==> src/rtl/dms_pkg.sv <==
package dms_pkg;
  typedef enum logic [2:0] {
    OP_NONE = 3'd0,
    OP_PUSH = 3'd1,
    OP_SWAP = 3'd2,
    OP_POP  = 3'd3,
    OP_EXIT = 3'd4
  } op_e;
endpackage

==> src/rtl/dms_frame_stack.sv <==
module dms_frame_stack #(
  parameter int DEPTH = 8,
  parameter int LANES = 16,
  parameter int TOKW  = 4,
  parameter int ADDRW = 12,
  localparam int CW   = $clog2(DEPTH + 1),
  localparam int IW   = (DEPTH > 1) ? $clog2(DEPTH) : 1
) (
  input  logic             clk,
  input  logic             rst_n,
  input  logic             push_en,
  input  logic             pop_en,
  input  logic             mark_else,
  input  logic [TOKW-1:0]  push_tok,
  input  logic [ADDRW-1:0] push_tgt,
  input  logic [LANES-1:0] push_mask,
  output logic [TOKW-1:0]  top_tok,
  output logic [ADDRW-1:0] top_tgt,
  output logic [LANES-1:0] top_mask,
  output logic             top_else,
  output logic [CW-1:0]    count,
  output logic             full,
  output logic             empty
);
  logic [TOKW-1:0]  tok_q [DEPTH];
  logic [TOKW-1:0]  tok_d [DEPTH];
  logic [ADDRW-1:0] tgt_q [DEPTH];
  logic [ADDRW-1:0] tgt_d [DEPTH];
  logic [LANES-1:0] msk_q [DEPTH];
  logic [LANES-1:0] msk_d [DEPTH];
  logic [DEPTH-1:0] els_q, els_d;
  logic [CW-1:0]    cnt_q, cnt_d;
  logic [IW-1:0]    wr_idx, top_idx;

  assign wr_idx  = IW'(cnt_q);
  assign top_idx = IW'(cnt_q - CW'(1));
  assign empty   = (cnt_q == '0);
  assign full    = (cnt_q == CW'(DEPTH));
  assign count   = cnt_q;

  always_comb begin
    tok_d = tok_q;
    tgt_d = tgt_q;
    msk_d = msk_q;
    els_d = els_q;
    cnt_d = cnt_q;
    if (push_en) begin
      tok_d[wr_idx] = push_tok;
      tgt_d[wr_idx] = push_tgt;
      msk_d[wr_idx] = push_mask;
      els_d[wr_idx] = 1'b0;
      cnt_d         = cnt_q + CW'(1);
    end else if (pop_en) begin
      cnt_d = cnt_q - CW'(1);
    end else if (mark_else) begin
      els_d[top_idx] = 1'b1;
    end
  end

  always_ff @(posedge clk or negedge rst_n) begin
    if (!rst_n) begin
      cnt_q <= '0;
      els_q <= '0;
      for (int i = 0; i < DEPTH; i++) begin
        tok_q[i] <= '0;
        tgt_q[i] <= '0;
        msk_q[i] <= '0;
      end
    end else if (push_en || pop_en || mark_else) begin
      cnt_q <= cnt_d;
      els_q <= els_d;
      tok_q <= tok_d;
      tgt_q <= tgt_d;
      msk_q <= msk_d;
    end
  end

  assign top_tok  = empty ? '0 : tok_q[top_idx];
  assign top_tgt  = empty ? '0 : tgt_q[top_idx];
  assign top_mask = empty ? '0 : msk_q[top_idx];
  assign top_else = empty ? 1'b0 : els_q[top_idx];

  p_depth_bound_r6: assert property (@(posedge clk) disable iff (!rst_n)
    cnt_q <= CW'(DEPTH));
  p_push_visible_r2: assert property (@(posedge clk) disable iff (!rst_n)
    push_en |=> (top_tok == $past(push_tok)) && (top_tgt == $past(push_tgt)) && !top_else);
  p_pop_depth_r4: assert property (@(posedge clk) disable iff (!rst_n)
    pop_en |=> (cnt_q == $past(cnt_q) - CW'(1)));
endmodule

==> src/rtl/dms_mask_ctrl.sv <==
module dms_mask_ctrl #(
  parameter int LANES = 16
) (
  input  logic             clk,
  input  logic             rst_n,
  input  dms_pkg::op_e     op,
  input  logic [LANES-1:0] pred,
  input  logic [LANES-1:0] top_mask,
  input  logic             full,
  input  logic             empty,
  output logic [LANES-1:0] mask,
  output logic             push_ok,
  output logic             pop_ok,
  output logic             swap_ok,
  output logic             skip_if,
  output logic             skip_else,
  output logic             ovf,
  output logic             unf
);
  import dms_pkg::*;

  logic [LANES-1:0] mask_q, mask_d;
  logic             ovf_q, ovf_d, unf_q, unf_d;
  logic             mask_en;

  assign push_ok = (op == OP_PUSH) && !full;
  assign pop_ok  = (op == OP_POP)  && !empty;
  assign swap_ok = (op == OP_SWAP) && !empty;

  always_comb begin
    mask_d = mask_q;
    unique case (1'b1)
      push_ok:          mask_d = mask_q & pred;
      swap_ok:          mask_d = top_mask & ~mask_q;
      pop_ok:           mask_d = top_mask;
      (op == OP_EXIT):  mask_d = mask_q & ~pred;
      default:          mask_d = mask_q;
    endcase
    mask_en = push_ok || swap_ok || pop_ok || (op == OP_EXIT);
    ovf_d   = ovf_q || ((op == OP_PUSH) && full);
    unf_d   = unf_q || (((op == OP_POP) || (op == OP_SWAP)) && empty);
  end

  always_ff @(posedge clk or negedge rst_n) begin
    if (!rst_n) begin
      mask_q <= '1;
      ovf_q  <= 1'b0;
      unf_q  <= 1'b0;
    end else begin
      if (mask_en) mask_q <= mask_d;
      ovf_q <= ovf_d;
      unf_q <= unf_d;
    end
  end

  assign mask      = mask_q;
  assign ovf       = ovf_q;
  assign unf       = unf_q;
  assign skip_if   = ((mask_q & pred) == '0);
  assign skip_else = ((mask_q & ~pred) == '0);

  always_comb begin
    if (rst_n && (mask_q != '0)) begin
      a_skip_excl_r5: assert (!(skip_if && skip_else));
    end
  end

  p_push_narrows_r2: assert property (@(posedge clk) disable iff (!rst_n)
    push_ok |=> ((mask_q & ~$past(mask_q)) == '0));
  p_swap_disjoint_r3: assert property (@(posedge clk) disable iff (!rst_n)
    swap_ok |=> ((mask_q & $past(mask_q)) == '0));
  p_pop_restore_r4: assert property (@(posedge clk) disable iff (!rst_n)
    pop_ok |=> (mask_q == $past(top_mask)));
  p_ovf_sticky_r7: assert property (@(posedge clk) disable iff (!rst_n)
    ovf_q |=> ovf_q);
  p_unf_sticky_r8: assert property (@(posedge clk) disable iff (!rst_n)
    unf_q |=> unf_q);
endmodule

==> src/rtl/simt_div_stack.sv <==
module simt_div_stack #(
  parameter int LANES = 16,
  parameter int DEPTH = 8,
  parameter int TOKW  = 4,
  parameter int ADDRW = 12,
  localparam int CW   = $clog2(DEPTH + 1)
) (
  input  logic             clk,
  input  logic             rst_n,
  input  logic [2:0]       cmd_op,
  input  logic [LANES-1:0] pred,
  input  logic [TOKW-1:0]  tok_in,
  input  logic [ADDRW-1:0] tgt_in,
  output logic [LANES-1:0] active_mask,
  output logic             skip_if,
  output logic             skip_else,
  output logic             on_else,
  output logic [CW-1:0]    depth,
  output logic [TOKW-1:0]  top_tok,
  output logic [ADDRW-1:0] top_tgt,
  output logic             ovf_err,
  output logic             unf_err,
  output logic             converged
);
  dms_pkg::op_e     op;
  logic [LANES-1:0] top_mask;
  logic             full, empty, push_ok, pop_ok, swap_ok;

  assign op = dms_pkg::op_e'(cmd_op);

  dms_mask_ctrl #(.LANES(LANES)) u_mask (
    .clk(clk), .rst_n(rst_n), .op(op), .pred(pred), .top_mask(top_mask),
    .full(full), .empty(empty), .mask(active_mask), .push_ok(push_ok),
    .pop_ok(pop_ok), .swap_ok(swap_ok), .skip_if(skip_if),
    .skip_else(skip_else), .ovf(ovf_err), .unf(unf_err)
  );

  dms_frame_stack #(.DEPTH(DEPTH), .LANES(LANES), .TOKW(TOKW), .ADDRW(ADDRW)) u_stack (
    .clk(clk), .rst_n(rst_n), .push_en(push_ok), .pop_en(pop_ok),
    .mark_else(swap_ok), .push_tok(tok_in), .push_tgt(tgt_in),
    .push_mask(active_mask), .top_tok(top_tok), .top_tgt(top_tgt),
    .top_mask(top_mask), .top_else(on_else), .count(depth),
    .full(full), .empty(empty)
  );

  assign converged = (active_mask == '0);

  p_exit_no_stack_r9: assert property (@(posedge clk) disable iff (!rst_n)
    (cmd_op == 3'd4) |=> $stable(depth));
  p_idle_hold_r10: assert property (@(posedge clk) disable iff (!rst_n)
    ((cmd_op == 3'd0) || (cmd_op > 3'd4)) |=> $stable(active_mask) && $stable(depth));
endmodule

==> config.mk <==
export PLATFORM = sky130hd
export DESIGN_NAME = simt_div_stack
export DESIGN_NICKNAME = d
export VERILOG_FILES = /design/src/rtl/dms_pkg.sv /design/src/rtl/dms_frame_stack.sv /design/src/rtl/dms_mask_ctrl.sv /design/src/rtl/simt_div_stack.sv
export SDC_FILE = /design/constraint.sdc
export NUM_CORES = 1
export LEC_CHECK = 0
export BUFFER_PORTS_ARGS = -buffer_cell sky130_fd_sc_hd__buf_4
export CAP_MARGIN = 25
export CORE_MARGIN = 2
export CORE_UTILIZATION = 32
export CTS_CLUSTER_DIAMETER = 80
export DETAILED_ROUTE_END_ITERATION = 12
export PLACE_DENSITY_LB_ADDON = 0.25
export SLEW_MARGIN = 20
export SYNTH_ARGS = -nofsm -noshare
export SYNTH_HDL_FRONTEND = slang
export SYNTH_HIERARCHICAL = 1
export SYNTH_SLANG_ARGS = --single-unit
==> constraint.sdc <==
create_clock -name clk -period 3.9 [get_ports clk]
set_input_delay 0.39 -clock clk [delete_from_list [all_inputs] [get_ports clk]]
set_output_delay 0.39 -clock clk [all_outputs]
set_load 0.01 [all_outputs]
==> impl_metrics.py <==
metrics = {
    "clocking": {
        "cts.sinks": 286,
        "cts_buffer_depth": 3,
        "cts_root_buf": "clkbuf_16",
        "cts_tree": "done",
        "clk_pin_slew_ps": 60,
        "insertion_delay_ps": 570,
        "htree_levels": 1,
        "cts_made_buffers": 30,
    },
    "critical_path": {
        "cp_cell_sequence": "inv_2, ha_1, xnor2_1, nor2b_4, buf_12, a22oi_1, and3_1, buf_4",
        "cpPeakStageDelay_ps": 570,
        "r2r_slack_ps": 600,
        "r2r_start": "u_stack/count[1]$_DFFE_PN0P_",
        "crit_end": "top_tgt[2]",
        "cp-startpoint": "u_stack/count[1]$_DFFE_PN0P_",
        "cp_max_fo": 29,
        "crit_slowest_cell": "dfrtp_1",
        "worst_ep_required_time_ps": 3510,
        "worstPathArrival_ps": 3260,
        "cp-end-kind": "primary output",
        "worstSetupPathType": "reg2out",
        "r2r-end": "u_stack/tok_q[14]$_DFFE_PN0P_",
        "start_kind": "register",
        "r2r_cells": 10,
    },
    "place": {
        "place_ws_ps": 596,
        "numPlacedInstances": 1625,
        "port_buffers": 78,
        "placed_area_um2": 14900,
        "dp_hpwl_um": 20600,
        "gp_congestion": 0.788,
    },
    "grt": {
        "antenna_found_initial": 0,
        "grt_util_all_layers": 0.155,
        "grt_pass1_vias": 8968,
        "grt_pass1_wl_um": 53600,
        "grt_max_degree": 114,
        "grt-ovfl-total": 0,
    },
    "sta": {
        "finalWorstSetupSlack_ps": 252,
        "final_max_slew_viol_count": 0,
        "period_needed_ps": 3650,
        "finalHoldViolations": 0,
        "rsz0062_at_grt": "false",
        "slew_headroom": 0.382,
        "fin_hold_ws_ps": 111,
        "fin_tns_setup_ps": 0,
        "worst_slew_pin_slew_ps": 927,
        "min_period_over_period": 0.935,
        "fmax_mhz": 274,
        "skew_ps": 16.5,
        "finalSetupViolCount": 0,
    },
    "cells_and_area": {
        "instances_no_fill": 1682,
        "layout_commonest_cell": "dfrtp_1",
        "finalCoreUtilization": 0.378,
        "final_cell_mix": "269 x dfrtp_1, 241 x mux2_2, 147 x mux2i_1",
        "n_antenna_cell": 0,
        "nets": 1158,
        "drive_above_1_share": 0.381,
        "syn_to_final_growth_pct": 16.2,
        "stdcell_area_um2": 15900,
    },
    "power": {
        "ir_worst_vdd_mv": 0.502,
        "powerDensity_nw_per_um2": 881,
        "power_mw": 14.0,
        "p_leak_nw": 7.64,
    },
    "die": {
        "die_w_um": 211,
        "design.die.area_um2": 44500,
        "dieHeight_um": 211,
        "pin_count": 79,
        "fp.coreArea_um2": 42100,
        "rows": 75,
        "initial_core_util": 0.325,
    },
    "route": {
        "num_vias": 8728,
        "ant_nets": 0,
        "wl_um": 34500,
        "drt_pass1_iterations": 5,
        "wire_per_inst_um": 20.5,
        "first_iter_violations": 541,
        "drc": 0,
        "via_per_inst": 5.19,
    },
    "synthesis": {
        "synth_warnings": 6,
        "synth_seq_area_share": 0.524,
        "syn-num-nets": 1090,
        "synth_area_um2": 13700,
        "syn_inst": 1051,
        "synthDistinctLibCells": 45,
        "synth.avg_cell_area_um2": 13.0,
        "ys_seq_elements": 286,
    },
    "outcome": {
        "status": "complete, no violations",
    },
    "min_path": {
        "hold_depth": 2,
        "hold_path_class": "in2reg",
    },
    "run": {
        "maxCapViolations": 0,
    },
}
==> metal layers <==
metal | vias up | wire length (um) | track usage
met5 | - | 0 | 0
li1 | 3956 | - | -
met1 | 4558 | 16800 | 0.223
met2 | 178 | 15800 | 0.246
met4 | 0 | 486 | 0.0270
met3 | 36 | 1500 | 0.0281
==> area by class of cell <==
cell class,instances,area (um^2)
clock buffers,44,915
multi-input cells,668,6040
repair buffers,108,908
fillers,4093,26200
inverters,25,93.8
clock inverters,12,116
flip-flops and latches,286,7180
well taps,539,674
==> worst max-delay path: cells and delay by family (launching register included) <==
family | cells | cell delay (ps)
simple gates | 2 | 670
flops | 1 | 570
buf+inv | 3 | 560
xor+xnor | 1 | 510
fa+ha+maj | 1 | 260
compound gates | 1 | 120
==> registers in the layout, indices dropped and copies added, names as in the netlist <==
signal	count
u_stack/els_q	8
u_stack/msk_q	128
u_stack/count	4
u_stack/tgt_q	96
u_stack/tok_q	32
u_mask/unf	1
u_mask/ovf	1
u_mask/mask	16
==> where the power goes <==
part           leakage (nW)  internal, mW  switching, mW
logic                  3.39          3.03           3.13
clock network         0.515          1.75           1.20
registers              3.74          4.16          0.763
==> cell usage after synthesis (all sizes together) <==
cell type / number / area, um^2
a31o: 2 / 17.5
and3: 36 / 225
a221o: 1 / 10.0
o211ai: 1 / 7.51
or3b: 2 / 17.5
a221oi: 4 / 35.0
xnor2: 2 / 17.5
mux2i: 147 / 1470
and2: 1 / 6.26
nor3: 2 / 32.5
a21oi: 33 / 165
clkbuf: 8 / 37.5
nand4b: 1 / 15.0
o2111ai: 4 / 35.0
dfstp: 16 / 420
nand3: 1 / 5.00
and3b: 1 / 8.76
or4b: 1 / 10.0
a22o: 8 / 70.1
nand2: 57 / 221
ha: 2 / 25.0
o21ai: 21 / 105
a22oi: 33 / 248
mux2: 256 / 2880
o22ai: 16 / 100
nor2: 7 / 26.3
xor2: 2 / 17.5
and4: 2 / 17.5
dfrtp: 270 / 6760
nand2b: 12 / 75.1
nor2b: 2 / 12.5
nor4: 5 / 31.3
nor3b: 3 / 38.8
buf: 64 / 409
nand4: 3 / 37.5
inv: 25 / 93.8
==> worst min path at each step <==
| stage | startpoint | to | slack (ps) |
|---|---|---|---|
| 6_report | tgt_in[0] | u_stack/tgt_q[36]$_DFFE_PN0P_ | 110 |
| 3_5_place_dp | u_mask/unf$_DFF_PN0_ | u_mask/unf$_DFF_PN0_ | 460 |
| 2_1_floorplan | rst_n | u_mask/ovf$_DFF_PN0_ | 90 |
| 5_1_grt | tgt_in[5] | u_stack/tgt_q[5]$_DFFE_PN0P_ | 90 |
| 4_1_cts | tgt_in[5] | u_stack/tgt_q[5]$_DFFE_PN0P_ | 80 |
| 3_3_place_gp | u_mask/unf$_DFF_PN0_ | u_mask/unf$_DFF_PN0_ | 450 |
==> cells by family (layout without fill, tap and decap cells) <==
| group | count (synthesis) | in the layout | share of synthesized area |
|---|---|---|---|
| adder cells (fa/ha/maj) | 2 | 2 | 0.00183 |
| multiplexers | 403 | 403 | 0.318 |
| AO/OA/AOI/OAI | 123 | 123 | 0.0579 |
| buffers and inverters | 97 | 189 | 0.0394 |
| XOR/XNOR | 4 | 4 | 0.00256 |
| flip-flops | 286 | 286 | 0.524 |
| AND/OR/NAND/NOR | 136 | 136 | 0.0570 |
==> repair_timing <==
action,CTS,global route
setup buffers,0,0
hold buffers,1,0
hold endpoints to repair,103,0
resized for setup,0,0
Power figures use the tool's default switching activity.
